===== src/rtl/nlcs_pkg.sv =====
package nlcs_pkg;

  localparam int ADD_W = 64;
  localparam int NL_SECTIONS = 9;

  function automatic int sec_count(input bit lin, input int lin_w);
    return lin ? (ADD_W / lin_w) : NL_SECTIONS;
  endfunction

  // slice widths grow by one from the third slice upward
  function automatic int sec_width(input bit lin, input int lin_w, input int k);
    if (lin) return lin_w;
    if (k < 2) return 4;
    return k + 3;
  endfunction

  function automatic int sec_base(input bit lin, input int lin_w, input int k);
    int acc;
    acc = 0;
    for (int j = 0; j < k; j++) acc += sec_width(lin, lin_w, j);
    return acc;
  endfunction

endpackage


===== src/rtl/nlcs_ripple.sv =====
module nlcs_ripple #(
  parameter int W = 4
) (
  input  logic [W-1:0] x,
  input  logic [W-1:0] y,
  input  logic         ci,
  output logic [W-1:0] s,
  output logic         co
);

  logic [W:0]   chain;
  logic [W-1:0] prop;
  logic [W-1:0] gen;

  assign prop = x ^ y;
  assign gen  = x & y;

  always_comb begin
    chain[0] = ci;
    for (int i = 0; i < W; i++) begin
      chain[i+1] = gen[i] | (prop[i] & chain[i]);
    end
  end

  assign s  = prop ^ chain[W-1:0];
  assign co = chain[W];

  always_comb begin
    AST_RIPPLE_EXACT: assert ({co, s} == ({1'b0, x} + {1'b0, y} + {{W{1'b0}}, ci}));
  end

endmodule


===== src/rtl/nlcs_select_sec.sv =====
module nlcs_select_sec #(
  parameter int W = 4
) (
  input  logic [W-1:0] x,
  input  logic [W-1:0] y,
  input  logic         ci,
  output logic [W-1:0] s,
  output logic         co
);

  logic [W-1:0] s_z;
  logic [W-1:0] s_o;
  logic         c_z;
  logic         c_o;

  nlcs_ripple #(.W(W)) u_rip_zero (
    .x(x), .y(y), .ci(1'b0), .s(s_z), .co(c_z)
  );

  nlcs_ripple #(.W(W)) u_rip_one (
    .x(x), .y(y), .ci(1'b1), .s(s_o), .co(c_o)
  );

  assign s  = ci ? s_o : s_z;
  assign co = c_z | (ci & c_o);

  always_comb begin
    AST_CAND_PLUS_ONE: assert ({c_o, s_o} == ({c_z, s_z} + {{W{1'b0}}, 1'b1}));
    AST_CARRY_ORDER: assert (!c_z || c_o);
  end

endmodule


===== src/rtl/nlcs_adder.sv =====
module nlcs_adder #(
  parameter bit LINEAR    = 1'b0,
  parameter int LIN_SEC_W = 8
) (
  input  logic [63:0] op_a,
  input  logic [63:0] op_b,
  input  logic        cin,
  output logic [63:0] sum,
  output logic        cout
);

  import nlcs_pkg::*;

  localparam int NSEC = sec_count(LINEAR, LIN_SEC_W);

  logic [NSEC:0] sec_c;

  assign sec_c[0] = cin;

  for (genvar k = 0; k < NSEC; k++) begin : g_sec
    localparam int SW = sec_width(LINEAR, LIN_SEC_W, k);
    localparam int SB = sec_base(LINEAR, LIN_SEC_W, k);
    if (k == 0) begin : g_first
      nlcs_ripple #(.W(SW)) u_first (
        .x (op_a[SB +: SW]),
        .y (op_b[SB +: SW]),
        .ci(sec_c[k]),
        .s (sum[SB +: SW]),
        .co(sec_c[k+1])
      );
    end else begin : g_upper
      nlcs_select_sec #(.W(SW)) u_sel (
        .x (op_a[SB +: SW]),
        .y (op_b[SB +: SW]),
        .ci(sec_c[k]),
        .s (sum[SB +: SW]),
        .co(sec_c[k+1])
      );
    end
  end

  assign cout = sec_c[NSEC];

  always_comb begin
    AST_FULL_SUM: assert ({cout, sum} == ({1'b0, op_a} + {1'b0, op_b} + {64'd0, cin}));
  end

endmodule


===== config.mk =====
export PLATFORM = sky130hd
export DESIGN_NAME = nlcs_adder
export DESIGN_NICKNAME = d
export VERILOG_FILES = /design/src/rtl/nlcs_pkg.sv /design/src/rtl/nlcs_ripple.sv /design/src/rtl/nlcs_select_sec.sv /design/src/rtl/nlcs_adder.sv
export SDC_FILE = /design/constraint.sdc
export NUM_CORES = 1
export LEC_CHECK = 0
export BUFFER_PORTS_ARGS = -buffer_cell sky130_fd_sc_hd__buf_4
export CAP_MARGIN = 10
export CORE_ASPECT_RATIO = 0.8
export CORE_MARGIN = 10
export CORE_UTILIZATION = 30
export DETAILED_ROUTE_END_ITERATION = 16
export GPL_ROUTABILITY_DRIVEN = 0
export PLACE_DENSITY = 0.59
export SYNTH_ARGS = -nofsm -noshare
export SYNTH_HDL_FRONTEND = slang
export SYNTH_SLANG_ARGS = --single-unit

===== constraint.sdc =====
create_clock -name vclk -period 4.05
set_clock_uncertainty 0.1 [all_clocks]
set_input_delay 0.405 -clock vclk [all_inputs]
set_output_delay 0.405 -clock vclk [all_outputs]
set_load 0.05 [all_outputs]

Word-level counts from Yosys, hierarchy flattened
Cells that the tools add are included.
Storage, ports and cells
  register bits: 0
  bits of input ports: 129
  output and inout port bits: 65
  word-level logic and storage cells: 283
Cells by class
  mux-type cells: 8
  bitwise gates (word level): 275
Operators with widths (number)
  $or A1 B1 Y1: 124
  $and A1 B1 Y1: 116
  $xor A11 B11 Y11: 3
  $xor A10 B10 Y10: 3
  $xor A9 B9 Y9: 3
  $xor A8 B8 Y8: 3
  $xor A7 B7 Y7: 3
  $xor A4 B4 Y4: 5
  $xor A6 B6 Y6: 3
  $xor A5 B5 Y5: 3
  $and A11 B11 Y11: 1
  $mux W11: 1
  $and A10 B10 Y10: 1
  $mux W10: 1
  $and A9 B9 Y9: 1
  $mux W9: 1
  $and A4 B4 Y4: 2
  $and A8 B8 Y8: 1
  $mux W8: 1
  $and A7 B7 Y7: 1
  $mux W7: 1
  $and A6 B6 Y6: 1
  $mux W6: 1
  $and A5 B5 Y5: 1
  2 further kinds: 2

Depth between registers and ports, before layout
Gate-level depths: netlist of run 1.
  depth in word-level cells: 25
  gate-level depth with buffers: 17
  gate-level depth less buffers: 16

Hierarchy
A second synthesis of run 1 with hierarchy kept.
Second synthesis, totals
  cell total of the unflattened synthesis: 385
  area, all modules: 4204.0 µm²
Modules (own cells, without submodules)
  nlcs_ripple at g_sec[8].g_upper.u_sel.u_rip_one ...: times used 2, cells an instance 21, area each 257.7 µm², seq. area each 0.0 µm²
  nlcs_ripple at g_sec[7].g_upper.u_sel.u_rip_one ...: times used 2, cells an instance 20, area each 237.7 µm², seq. area each 0.0 µm²
  nlcs_ripple at g_sec[6].g_upper.u_sel.u_rip_one ...: times used 2, cells an instance 19, area each 217.7 µm², seq. area each 0.0 µm²
  nlcs_ripple at g_sec[5].g_upper.u_sel.u_rip_one ...: times used 2, cells an instance 18, area each 197.7 µm², seq. area each 0.0 µm²
  nlcs_ripple at g_sec[4].g_upper.u_sel.u_rip_one ...: times used 2, cells an instance 17, area each 177.7 µm², seq. area each 0.0 µm²
  nlcs_ripple at g_sec[0].g_first.u_first ...: times used 3, cells an instance 14, area each 117.6 µm², seq. area each 0.0 µm²
  nlcs_ripple at g_sec[3].g_upper.u_sel.u_rip_one ...: times used 2, cells an instance 16, area each 157.7 µm², seq. area each 0.0 µm²
  nlcs_ripple at g_sec[2].g_upper.u_sel.u_rip_one ...: times used 2, cells an instance 15, area each 137.6 µm², seq. area each 0.0 µm²
  nlcs_select_sec at g_sec[8].g_upper.u_sel: times used 1, cells an instance 15, area each 185.2 µm², seq. area each 0.0 µm²
  nlcs_select_sec at g_sec[7].g_upper.u_sel: times used 1, cells an instance 14, area each 173.9 µm², seq. area each 0.0 µm²
  nlcs_select_sec at g_sec[6].g_upper.u_sel: times used 1, cells an instance 13, area each 162.7 µm², seq. area each 0.0 µm²
  nlcs_select_sec at g_sec[5].g_upper.u_sel: times used 1, cells an instance 12, area each 147.6 µm², seq. area each 0.0 µm²
  nlcs_select_sec at g_sec[4].g_upper.u_sel: times used 1, cells an instance 11, area each 132.6 µm², seq. area each 0.0 µm²
  nlcs_select_sec at g_sec[3].g_upper.u_sel: times used 1, cells an instance 10, area each 117.6 µm², seq. area each 0.0 µm²
  2 more rows

Worst setup path before layout of run 1
Ideal clock, no wire load.
  path type: input -> output
  from: input op_a[0]
  to: output sum[37]
  data arrival time: 4334 ps
  required time: 3545 ps
  slack: -789 ps
  stages: 16
  path buffers: 0
  cell sequence: inv_1 fa_1 inv_1 fa_1 fa_1 inv_1 fa_1 nor2_1 o31a_1 o31ai_1 a21oi_1 o211ai_2 nand2_1 mux2i_1 a31oi_1 a211oi_1
On the way
  word-level cells in the longest chain between the ends: 20
  elaborated cells between the ends (all ways): 21
  those cells by class: 1 x mux; 20 x bitwise
Ends and longest elaborated chain
  start: declaration: RTL line nlcs_adder.sv:5  | input logic [63:0] op_a,
  $xor A4 B4 Y4: RTL line nlcs_ripple.sv:15  | assign prop = x ^ y;
  $and A1 B1 Y1: RTL line nlcs_ripple.sv:21  | chain[i+1] = gen[i] | (prop[i] & chain[i]);
  $or A1 B1 Y1 (*): RTL line nlcs_ripple.sv:21
  $and A1 B1 Y1 (*): RTL line nlcs_ripple.sv:21
  $or A1 B1 Y1 (*): RTL line nlcs_ripple.sv:21
  $and A1 B1 Y1 (*): RTL line nlcs_ripple.sv:21
  $or A1 B1 Y1 (*): RTL line nlcs_ripple.sv:21
  $and A1 B1 Y1 (*): RTL line nlcs_ripple.sv:21
  (+4 left out)
  $or A1 B1 Y1 (*): RTL line nlcs_select_sec.sv:25  | assign co = c_z | (ci & c_o);
  $and A1 B1 Y1 (*): RTL line nlcs_select_sec.sv:25
  $or A1 B1 Y1 (*): RTL line nlcs_select_sec.sv:25
  $and A1 B1 Y1 (*): RTL line nlcs_select_sec.sv:25
  $or A1 B1 Y1 (*): RTL line nlcs_select_sec.sv:25
  $and A1 B1 Y1 (*): RTL line nlcs_select_sec.sv:25
  $or A1 B1 Y1 (*): RTL line nlcs_select_sec.sv:25
  $mux W9 (*): RTL line nlcs_select_sec.sv:24  | assign s = ci ? s_o : s_z;
  end: declaration: RTL line nlcs_adder.sv:8  | output logic [63:0] sum,
Mark *: on every way between the ends. The rest lies on a longest branch, timed or not.

Worst setup path after layout of run 1
  from: input op_a[0]
  to: output sum[48]
On the way
  word-level cells in the longest chain between the ends: 22
  elaborated cells between the ends (all ways): 23
  those cells by class: 1 x mux; 22 x bitwise
Ends and longest elaborated chain (RTL line)
  $xor A4 B4 Y4: nlcs_ripple.sv:15
  $and A1 B1 Y1: nlcs_ripple.sv:21
  $or A1 B1 Y1 (*): nlcs_ripple.sv:21
  $and A1 B1 Y1 (*): nlcs_ripple.sv:21
  $or A1 B1 Y1 (*): nlcs_ripple.sv:21
  $and A1 B1 Y1 (*): nlcs_ripple.sv:21
  $or A1 B1 Y1 (*): nlcs_ripple.sv:21
  $and A1 B1 Y1 (*): nlcs_ripple.sv:21
  (+6 left out)
  $or A1 B1 Y1 (*): nlcs_select_sec.sv:25
  $and A1 B1 Y1 (*): nlcs_select_sec.sv:25
  $or A1 B1 Y1 (*): nlcs_select_sec.sv:25
  $and A1 B1 Y1 (*): nlcs_select_sec.sv:25
  $or A1 B1 Y1 (*): nlcs_select_sec.sv:25
  $and A1 B1 Y1 (*): nlcs_select_sec.sv:25
  $or A1 B1 Y1 (*): nlcs_select_sec.sv:25
  $mux W10 (*): nlcs_select_sec.sv:24
Marks and branches as above.

==> flow_summary.json, run 1 <==
{
  "status": "finished with violations",
  "violations": "negative setup slack",
  "wl_microns": 12300,
  "fillers": 900,
  "critPathKind": "in2out",
  "critPathRequiredTime_ps": 3540,
  "period_needed_ps": 4240,
  "die-area_sq_um": 14700,
  "setup_viol": 32,
  "worst_pin_slew_ps": 738,
  "slowest_delay_ps": 360,
  "num_antenna_cells": 0,
  "syn-num-nets": 605,
  "syn_area_sq_um": 3070,
  "multiInputGateArea_sq_um": 3730,
  "die_h_microns": 110,
  "max_slew_margin": 0.503,
  "path_max_fanout": 5,
  "cap_violations": 0,
  "grt.overflow.total": 0,
  "grt_start_max_net_pins": 11,
  "fmax_ghz": 0.236,
  "portBuffers": 194,
  "dp_slack_ps": -389,
  "nets": 840,
  "crit_path_top_delay_cell": "mux2_4",
  "timing_hold_violations_final": 0,
  "grt_antenna_before_repair": 0,
  "syn_avg_cell_area_sq_um": 7.59,
  "numSequentialCells": 0,
  "p_leak_nw": 2.91,
  "row_count": 32,
  "fin_tns_setup_ps": -3120,
  "syn-instance-count": 404,
  "worstPathCellList": "buf_8 > inv_12 > fa_2 > inv_2 > fa_2 > fa_2 > inv_2 > fa_2 > nor2_2 > o31a_1 > o31ai_4 > a21oi_2 > o211ai_2 > buf_4 > a21oi_4 > mux2_4 > o31ai_4 > xnor2_2 > buf_6",
  "cp-end-kind": "primary output",
  "grt_pass1_wl_microns": 19900,
  "drtAntennaViolNets": 0,
  "crit_buf_inv": 6,
  "routedWlPerCell_microns": 15.9,
  "grt_usage": 0.155,
  "cp_top_family": "compound AO/OA/AOI/OAI gates",
  "rsz0062_at_grt": "true",
  "drtPass1Iterations": 4,
  "total_power_mw": 1.93,
  "min_period_over_period": 1.05,
  "clock_buffers": 0,
  "fin_ws_ps": -188,
  "vias": 3725,
  "crit_path_start_kind": "input port",
  "area_growth_pct": 97.0,
  "seqCellArea_sq_um": 0,
  "ys_types": 51,
  "yosys.area.top_type": "ha_1",
  "worst_hold_path_type": "in2out",
  "drc": 0,
  "p_per_area_nw_per_um2": 319,
  "drv_slew": 0,
  "worstPathArrival_ps": 3730,
  "crit_top_cell": "fa_2",
  "synthTopCellsByArea": "ha_1 28%, xnor2_1 8.0%, mux2i_1 5.9%",
  "viasPerCell": 4.82,
  "die_w_microns": 133,
  "dp_cells": 765,
  "core_sq_um": 9810,
  "stdcell_count": 773,
  "start_util": 0.313,
  "hpwl_microns": 10900,
  "synth_top_area_frac": 0.278,
  "ys_seq_area_frac": 0,
  "drive_gt1_frac": 0.570,
  "grt_pass1_vias": 3975,
  "ios": 194,
  "yosysWarnings": 0,
  "irDropWorstVdd_mv": 0.157,
  "drtIter0Drc": 63
}
## Yosys cell counts, types with 2 or more instances
cell and n:
a31oi_4 2, xnor2_1 28, ha_1 68, fa_1 4, o21bai_1 2, o31ai_1 4
or3_4 2, o21a_1 6, a211oi_1 3, nor2_1 45, o21ai_1 9, nor3b_1 2
o21ai_0 19, a21boi_1 2, inv_1 36, nand2b_1 13, mux2i_1 18, or2_2 2
mux2_2 4, a31oi_1 4, xor2_1 16, a21oi_1 35, nor3_1 12, nand3b_1 3
and2_1 4, a21o_1 11, nor2b_1 4, nand2_1 16, o2111ai_1 4, or3_1 5
## routing by layer
metal  GRT usage  share of wire  wire [microns]  vias up
li1            -              -               -     1921
met1       0.185           0.42            5240     1713
met2       0.292           0.52            6370       91
met3      0.0316          0.058             720        0
met4           0              0               0        0
met5           0              0               0        -
## cells by family after synthesis
family / after synthesis / share of synthesized area
xor gates and xnor gates: 44 / 0.126
buffers and inverters: 37 / 0.0478
and+or+nand+nor: 112 / 0.182
AOI/OAI and AO/OA: 116 / 0.262
adders and majority gates: 72 / 0.304
muxes: 23 / 0.0784
## placed cells by master, fill, tap and decap left out, types with 5 or more instances in the layout
cell type | synthesis | layout
xor2_1 | 16 | 7
xnor2_2 | 0 | 17
nor2_1 | 45 | 33
xnor2_4 | 0 | 5
nand2b_1 | 13 | 12
a21oi_2 | 1 | 10
buf_4 | 0 | 179
buf_6 | 1 | 49
nand2_1 | 16 | 15
nor3_1 | 12 | 9
mux2i_2 | 0 | 6
inv_1 | 36 | 31
or3_1 | 5 | 5
xor2_2 | 0 | 6
a21o_1 | 11 | 11
ha_1 | 68 | 68
a21oi_1 | 35 | 23
xnor2_1 | 28 | 6
buf_8 | 0 | 5
o21ai_1 | 9 | 9
o21ai_0 | 19 | 15
mux2i_4 | 0 | 11
nor2_4 | 0 | 8
## metrics by stage
stage / utilization / instance area, sq um / hold slack [ps]
after global routing: 0.616 / 6040 / 1200
after CTS: 0.604 / 5930 / 1170
after detailed placement: 0.553 / 5430 / 1170
after global placement: 0.553 / 5430 / 1180
final: 0.616 / 6040 / 1170
after floorplan: - / 3560 / 1070
## worst paths after layout
| path | end | cells past startpoint | slack, ps | start |
|---|---|---|---|---|
| worst min-delay path | sum[2] | 3 | 1170 | op_b[2] |
| worst max-delay path | sum[48] | 19 | -190 | op_a[0] |
## final cells by class
| class | count | share of cell area |
|---|---|---|
| tap | 136 | 0.0282 |
| inverter | 36 | 0.0253 |
| multi-input combinational | 367 | 0.617 |
| timing repair buffer | 234 | 0.330 |
## power breakdown
group | switching (mW) | internal (mW) | leakage, nW
logic | 1.12 | 0.810 | 2.91
clock network | 0 | 0 | 0
registers | 0 | 0 | 0
## timing repair
action,CTS,global route
hold buffers,0,0
pin swaps,22,16
setup endpoints to repair,43,51
cloned,0,0
resized for setup,110,25
setup buffers,9,0
Note: power is estimated with default switching activity, not from simulation.
==> inputs of run 2 (changes only) <==
--- a/config.mk
+++ b/config.mk
@@ -5,14 +5,15 @@
 export SDC_FILE = /design/constraint.sdc
 export NUM_CORES = 1
 export LEC_CHECK = 0
-export BUFFER_PORTS_ARGS = -buffer_cell sky130_fd_sc_hd__buf_4
 export CAP_MARGIN = 10
 export CORE_ASPECT_RATIO = 0.8
 export CORE_MARGIN = 10
 export CORE_UTILIZATION = 30
 export DETAILED_ROUTE_END_ITERATION = 16
+export DONT_BUFFER_PORTS = 1
 export GPL_ROUTABILITY_DRIVEN = 0
-export PLACE_DENSITY = 0.59
+export PLACE_DENSITY = 0.42
+export SETUP_SLACK_MARGIN = 0.4
 export SYNTH_ARGS = -nofsm -noshare
 export SYNTH_HDL_FRONTEND = slang
 export SYNTH_SLANG_ARGS = --single-unit
==> run 2 against run 1 <==
  * The flow still finishes with violations (negative setup slack)
  * Power rose by 11%
  * Global-route usage is 1.5 points lower
  * Non-clock buffer count decreased by 134
  * Worst setup slack improved by 110 ps
  * Largest cell class unchanged
==> flow_summary.json, run 2 (synthesis gave the netlist of run 1 again) <==
{
  "p_comb_frac": 1.000,
  "crit_buf_inv": 4,
  "numSequentialCells": 0,
  "irDropWorstVdd_mv": 0.202,
  "hold_start": "op_b[63]",
  "setup_viol": 18,
  "die-area_sq_um": 14700,
  "worstPathCellList": "clkinv_16 > fa_2 > inv_2 > fa_2 > fa_2 > inv_2 > fa_2 > nor2_2 > o31a_1 > o31ai_4 > a21oi_2 > o211ai_4 > a21oi_4 > buf_12 > mux2_4 > o31ai_4 > xnor2_4",
  "worst-path-stages": 17,
  "worst_pin_slew_ps": 578,
  "grt_antenna_before_repair": 0,
  "cp_top_family": "compound AO/OA/AOI/OAI gates",
  "timing_hold_violations_final": 0,
  "seqCellArea_sq_um": 0,
  "grt_pass1_wl_microns": 17700,
  "area_growth_pct": 89.7,
  "nets": 706,
  "placed_area_sq_um": 5330,
  "p_per_area_nw_per_um2": 366,
  "worst_hold_path_type": "in2out",
  "final_cell_mix": "68 x ha_1, 39 x buf_12, 36 x buf_4",
  "crit_top_cell": "fa_2",
  "crit_path_top_delay_cell": "fa_2",
  "path_max_fanout": 4,
  "crit_start": "op_a[0]",
  "p_int_uw": 959,
  "period_needed_ps": 4130,
  "wl_microns": 10800,
  "routedWlPerCell_microns": 16.9,
  "final_common_cell": "ha_1",
  "grt_start_max_net_pins": 14,
  "slowest_delay_ps": 340,
  "switching_power_mw": 1.17,
  "cp-end-kind": "primary output",
  "core_sq_um": 9810,
  "fillers": 840,
  "die_w_microns": 133,
  "drtPass1Iterations": 4,
  "start_util": 0.313,
  "die_h_microns": 110,
  "drive_gt1_frac": 0.471,
  "design_area_sq_um": 5810,
  "critPathKind": "in2out",
  "multiInputGateArea_sq_um": 4140,
  "drtAntennaViolNets": 0,
  "vias": 3255,
  "crit_path_start_kind": "input port",
  "fin_tns_setup_ps": -672,
  "grt_usage": 0.140,
  "max_slew_margin": 0.611,
  "hpwl_microns": 9870,
  "num_antenna_cells": 0,
  "status": "finished with violations",
  "dp_slack_ps": -202,
  "pwr-share-seq": 0,
  "total_power_mw": 2.13,
  "grt_pass1_vias": 3442,
  "fin_ws_ps": -78.6,
  "worstPathArrival_ps": 3620,
  "drtIter0Drc": 64,
  "row_count": 32,
  "fmax_ghz": 0.242,
  "grt.overflow.total": 0,
  "portBuffers": 0,
  "crit_end": "sum[48]",
  "pwr-share-clk": 0,
  "drc": 0,
  "violations": "negative setup slack",
  "min_period_over_period": 1.02,
  "p_sw_frac": 0.549,
  "rsz0062_at_grt": "true",
  "critPathRequiredTime_ps": 3540,
  "cap_violations": 0,
  "viasPerCell": 5.09,
  "drv_slew": 0,
  "clock_buffers": 0,
  "ios": 194,
  "p_leak_nw": 2.49
}
run 2: worst min path at each step:
| stage | endpoint | slack, ps | cells after the start |
|---|---|---|---|
| global route | cout | 1020 | 2 |
| floorplan | cout | 1010 | 2 |
| global placement | cout | 1020 | 2 |
| detailed placement | cout | 1030 | 2 |
| CTS | cout | 1020 | 2 |
| finish | cout | 1020 | 2 |
run 2: layout make-up:
class              count  area share
multi-input cells    367       0.712
well taps            136      0.0293
inverters             36      0.0295
repair buffers       100       0.229
run 2: power groups by stage:
stage	registers [mW]	logic, mW	clock network [mW]
4_1_cts	0	2.11	0
2_1_floorplan	0	1.34	0
5_1_grt	0	2.24	0
6_report	0	2.13	0
3_3_place_gp	0	1.99	0
3_5_place_dp	0	2.00	0
run 2: metal layers:
layer / global-route usage / share of wire / up-vias
met4: 0.00291 / 0.0025 / 0
met5: 0 / 0 / -
li1: - / - / 1650
met3: 0.0592 / 0.12 / 2
met1: 0.171 / 0.41 / 1479
met2: 0.236 / 0.47 / 124
run 2: stage by stage:
stage,utilization,instances,hold WS (ps)
6_report,0.593,639,1020
5_1_grt,0.593,639,1020
4_1_cts,0.577,632,1020
3_5_place_dp,0.543,624,1030
3_3_place_gp,0.543,624,1020
2_1_floorplan,-,404,1010
run 2: repair_timing:
action | 4_1_cts | 5_1_grt
gates resized for setup | 51 | 22
pin swaps | 29 | 15
setup endpoints to repair | 53 | 55
hold buffers | 0 | 0
buffers inserted | 8 | 7
==> inputs of run 3 (changes only) <==
--- a/config.mk
+++ b/config.mk
@@ -13,6 +13,7 @@
 export DONT_BUFFER_PORTS = 1
 export GPL_ROUTABILITY_DRIVEN = 0
 export PLACE_DENSITY = 0.42
+export RECOVER_POWER = 50
 export SETUP_SLACK_MARGIN = 0.4
 export SYNTH_ARGS = -nofsm -noshare
 export SYNTH_HDL_FRONTEND = slang
==> run 3 against run 2 <==
  * The flow still finishes with violations (negative setup slack)
  * Highest routed layer unchanged
  * Wire length about the same
  * Clock-buffer cell count stayed put
  * Final cell count unchanged
  * Flip-flop and latch count did not move
  * Combinational power hardly changed
  * Power shrank 0.42%
  * Non-clock buffer count unchanged
  * Via count is the same
  * Critical endpoint unchanged
  * Utilization down 0.19 points
==> flow_summary.json, run 3 (synthesis gave the netlist of run 1 again) <==
{
  "status": "finished with violations",
  "violations": "negative setup slack",
  "max_slew_margin": 0.582,
  "area_growth_pct": 89.1,
  "core_sq_um": 9810,
  "crit_top_cell": "fa_2",
  "final_cell_mix": "68 x ha_1, 39 x buf_12, 31 x inv_1, 31 x buf_4, 30 x nor2_1",
  "drive_gt1_frac": 0.461,
  "holdBufCountCts": 0,
  "cp-end-kind": "primary output",
  "timing_hold_violations_final": 0,
  "vias": 3255,
  "irDropWorstVdd_mv": 0.202,
  "fin_ws_ps": -78.6,
  "switching_power_mw": 1.17,
  "crit_path_start_kind": "input port",
  "num_antenna_cells": 0,
  "crit_start": "op_a[0]",
  "worst_pin_slew_ps": 630,
  "numSequentialCells": 0,
  "worstPathCellList": "clkinv_16 > fa_2 > inv_2 > fa_2 > fa_2 > inv_2 > fa_2 > nor2_2 > o31a_1 > o31ai_4 > a21oi_2 > o211ai_4 > a21oi_4 > buf_12 > mux2_4 > o31ai_4 > xnor2_4",
  "grt_usage": 0.140,
  "pwr-share-seq": 0,
  "hpwl_microns": 9870,
  "wl_microns": 10800,
  "die_h_microns": 110,
  "drtIter0Drc": 70,
  "critPathKind": "in2out",
  "row_count": 32,
  "drc": 0,
  "ios": 194,
  "grt.overflow.total": 0,
  "slowest_delay_ps": 340,
  "pwr-share-clk": 0,
  "p_per_area_nw_per_um2": 366,
  "routedWlPerCell_microns": 16.9,
  "setup_viol": 18,
  "p_leak_nw": 2.47,
  "grt_start_max_net_pins": 14,
  "p_comb_frac": 1.000,
  "clock_buffers": 0,
  "grt_pass1_wl_microns": 17700,
  "fmax_ghz": 0.242,
  "critPathRequiredTime_ps": 3540,
  "nets": 706,
  "crit_path_top_delay_cell": "fa_2",
  "grt_pass1_vias": 3442,
  "worst_hold_path_type": "in2out",
  "seqCellArea_sq_um": 0,
  "p_int_uw": 950,
  "drtAntennaViolNets": 0,
  "fin_tns_setup_ps": -671,
  "period_needed_ps": 4130,
  "drtPass1Iterations": 4,
  "die_w_microns": 133,
  "portBuffers": 0,
  "drv_slew": 0,
  "dp_cells": 624,
  "viasPerCell": 5.09,
  "start_util": 0.313,
  "rsz0062_at_grt": "true",
  "grt_antenna_before_repair": 0,
  "min_period_over_period": 1.02,
  "p_sw_frac": 0.552,
  "cap_violations": 0,
  "stdcell_count": 639,
  "final_common_cell": "ha_1",
  "path_max_fanout": 4,
  "worstPathArrival_ps": 3620,
  "hold_start": "op_b[63]",
  "die-area_sq_um": 14700
}
[run 3: changes by cell type in the layout (fill, tap and decap cells not counted)]
cell	delta
buf_4	-5
clkbuf_1	+5
[run 3: cell type report]
cell class / count / area (sq um)
inverter: 36 / 171
fill: 842 / 4010
tap: 136 / 170
timing repair buffer: 100 / 1310
multi-input combinational: 367 / 4140
[run 3: worst paths after layout]
kind                   to  slack (ps)  cells past startpoint
setup / recovery  sum[48]         -80                     17
hold / removal       cout        1020                      2
[run 3: timing repair]
action / CTS / global route
setup buffers: 8 / 7
pin swaps: 29 / 15
endpoints found under the hold margin: 0 / 0
endpoints found under the setup margin: 53 / 55
gates resized for setup: 51 / 22
[run 3: power groups by stage]
stage | sequential, mW | clock (mW) | combinational (mW)
2_1_floorplan | 0 | 0 | 1.34
4_1_cts | 0 | 0 | 2.11
3_3_place_gp | 0 | 0 | 1.99
3_5_place_dp | 0 | 0 | 2.00
5_1_grt | 0 | 0 | 2.23
6_report | 0 | 0 | 2.12
[run 3: critical path: cells and delay by family]
family                   cells  cell delay (ps)
adder cells (fa/ha/maj)      4             1050
multiplexers                 1              320
AO/OA/AOI/OAI                6             1240
AND/OR/NAND/NOR              1               50
XOR/XNOR                     1              250
buffers and inverters        4              280
[run 3: metal layers]
| metal | vias to the layer above | global-route usage | part of all wire |
|---|---|---|---|
| li1 | 1650 | - | - |
| met1 | 1479 | 0.171 | 0.41 |
| met2 | 124 | 0.236 | 0.47 |
| met3 | 2 | 0.0592 | 0.12 |
| met4 | 0 | 0.00291 | 0.0025 |
| met5 | - | 0 | 0 |
[run 3: metrics by stage]
step                      cell area [sq um]  hold WS (ps)  setup slack, ps  total power, mW   util
after floorplan                        4060          1010             -109             1.34      -
after global placement                 5330          1020             -199             1.99  0.543
after detailed placement               5330          1030             -202             2.00  0.543
after CTS                              5660          1020             -128             2.11  0.577
after global routing                   5800          1020             -229             2.23  0.591
final                                  5800          1020            -78.6             2.12  0.591
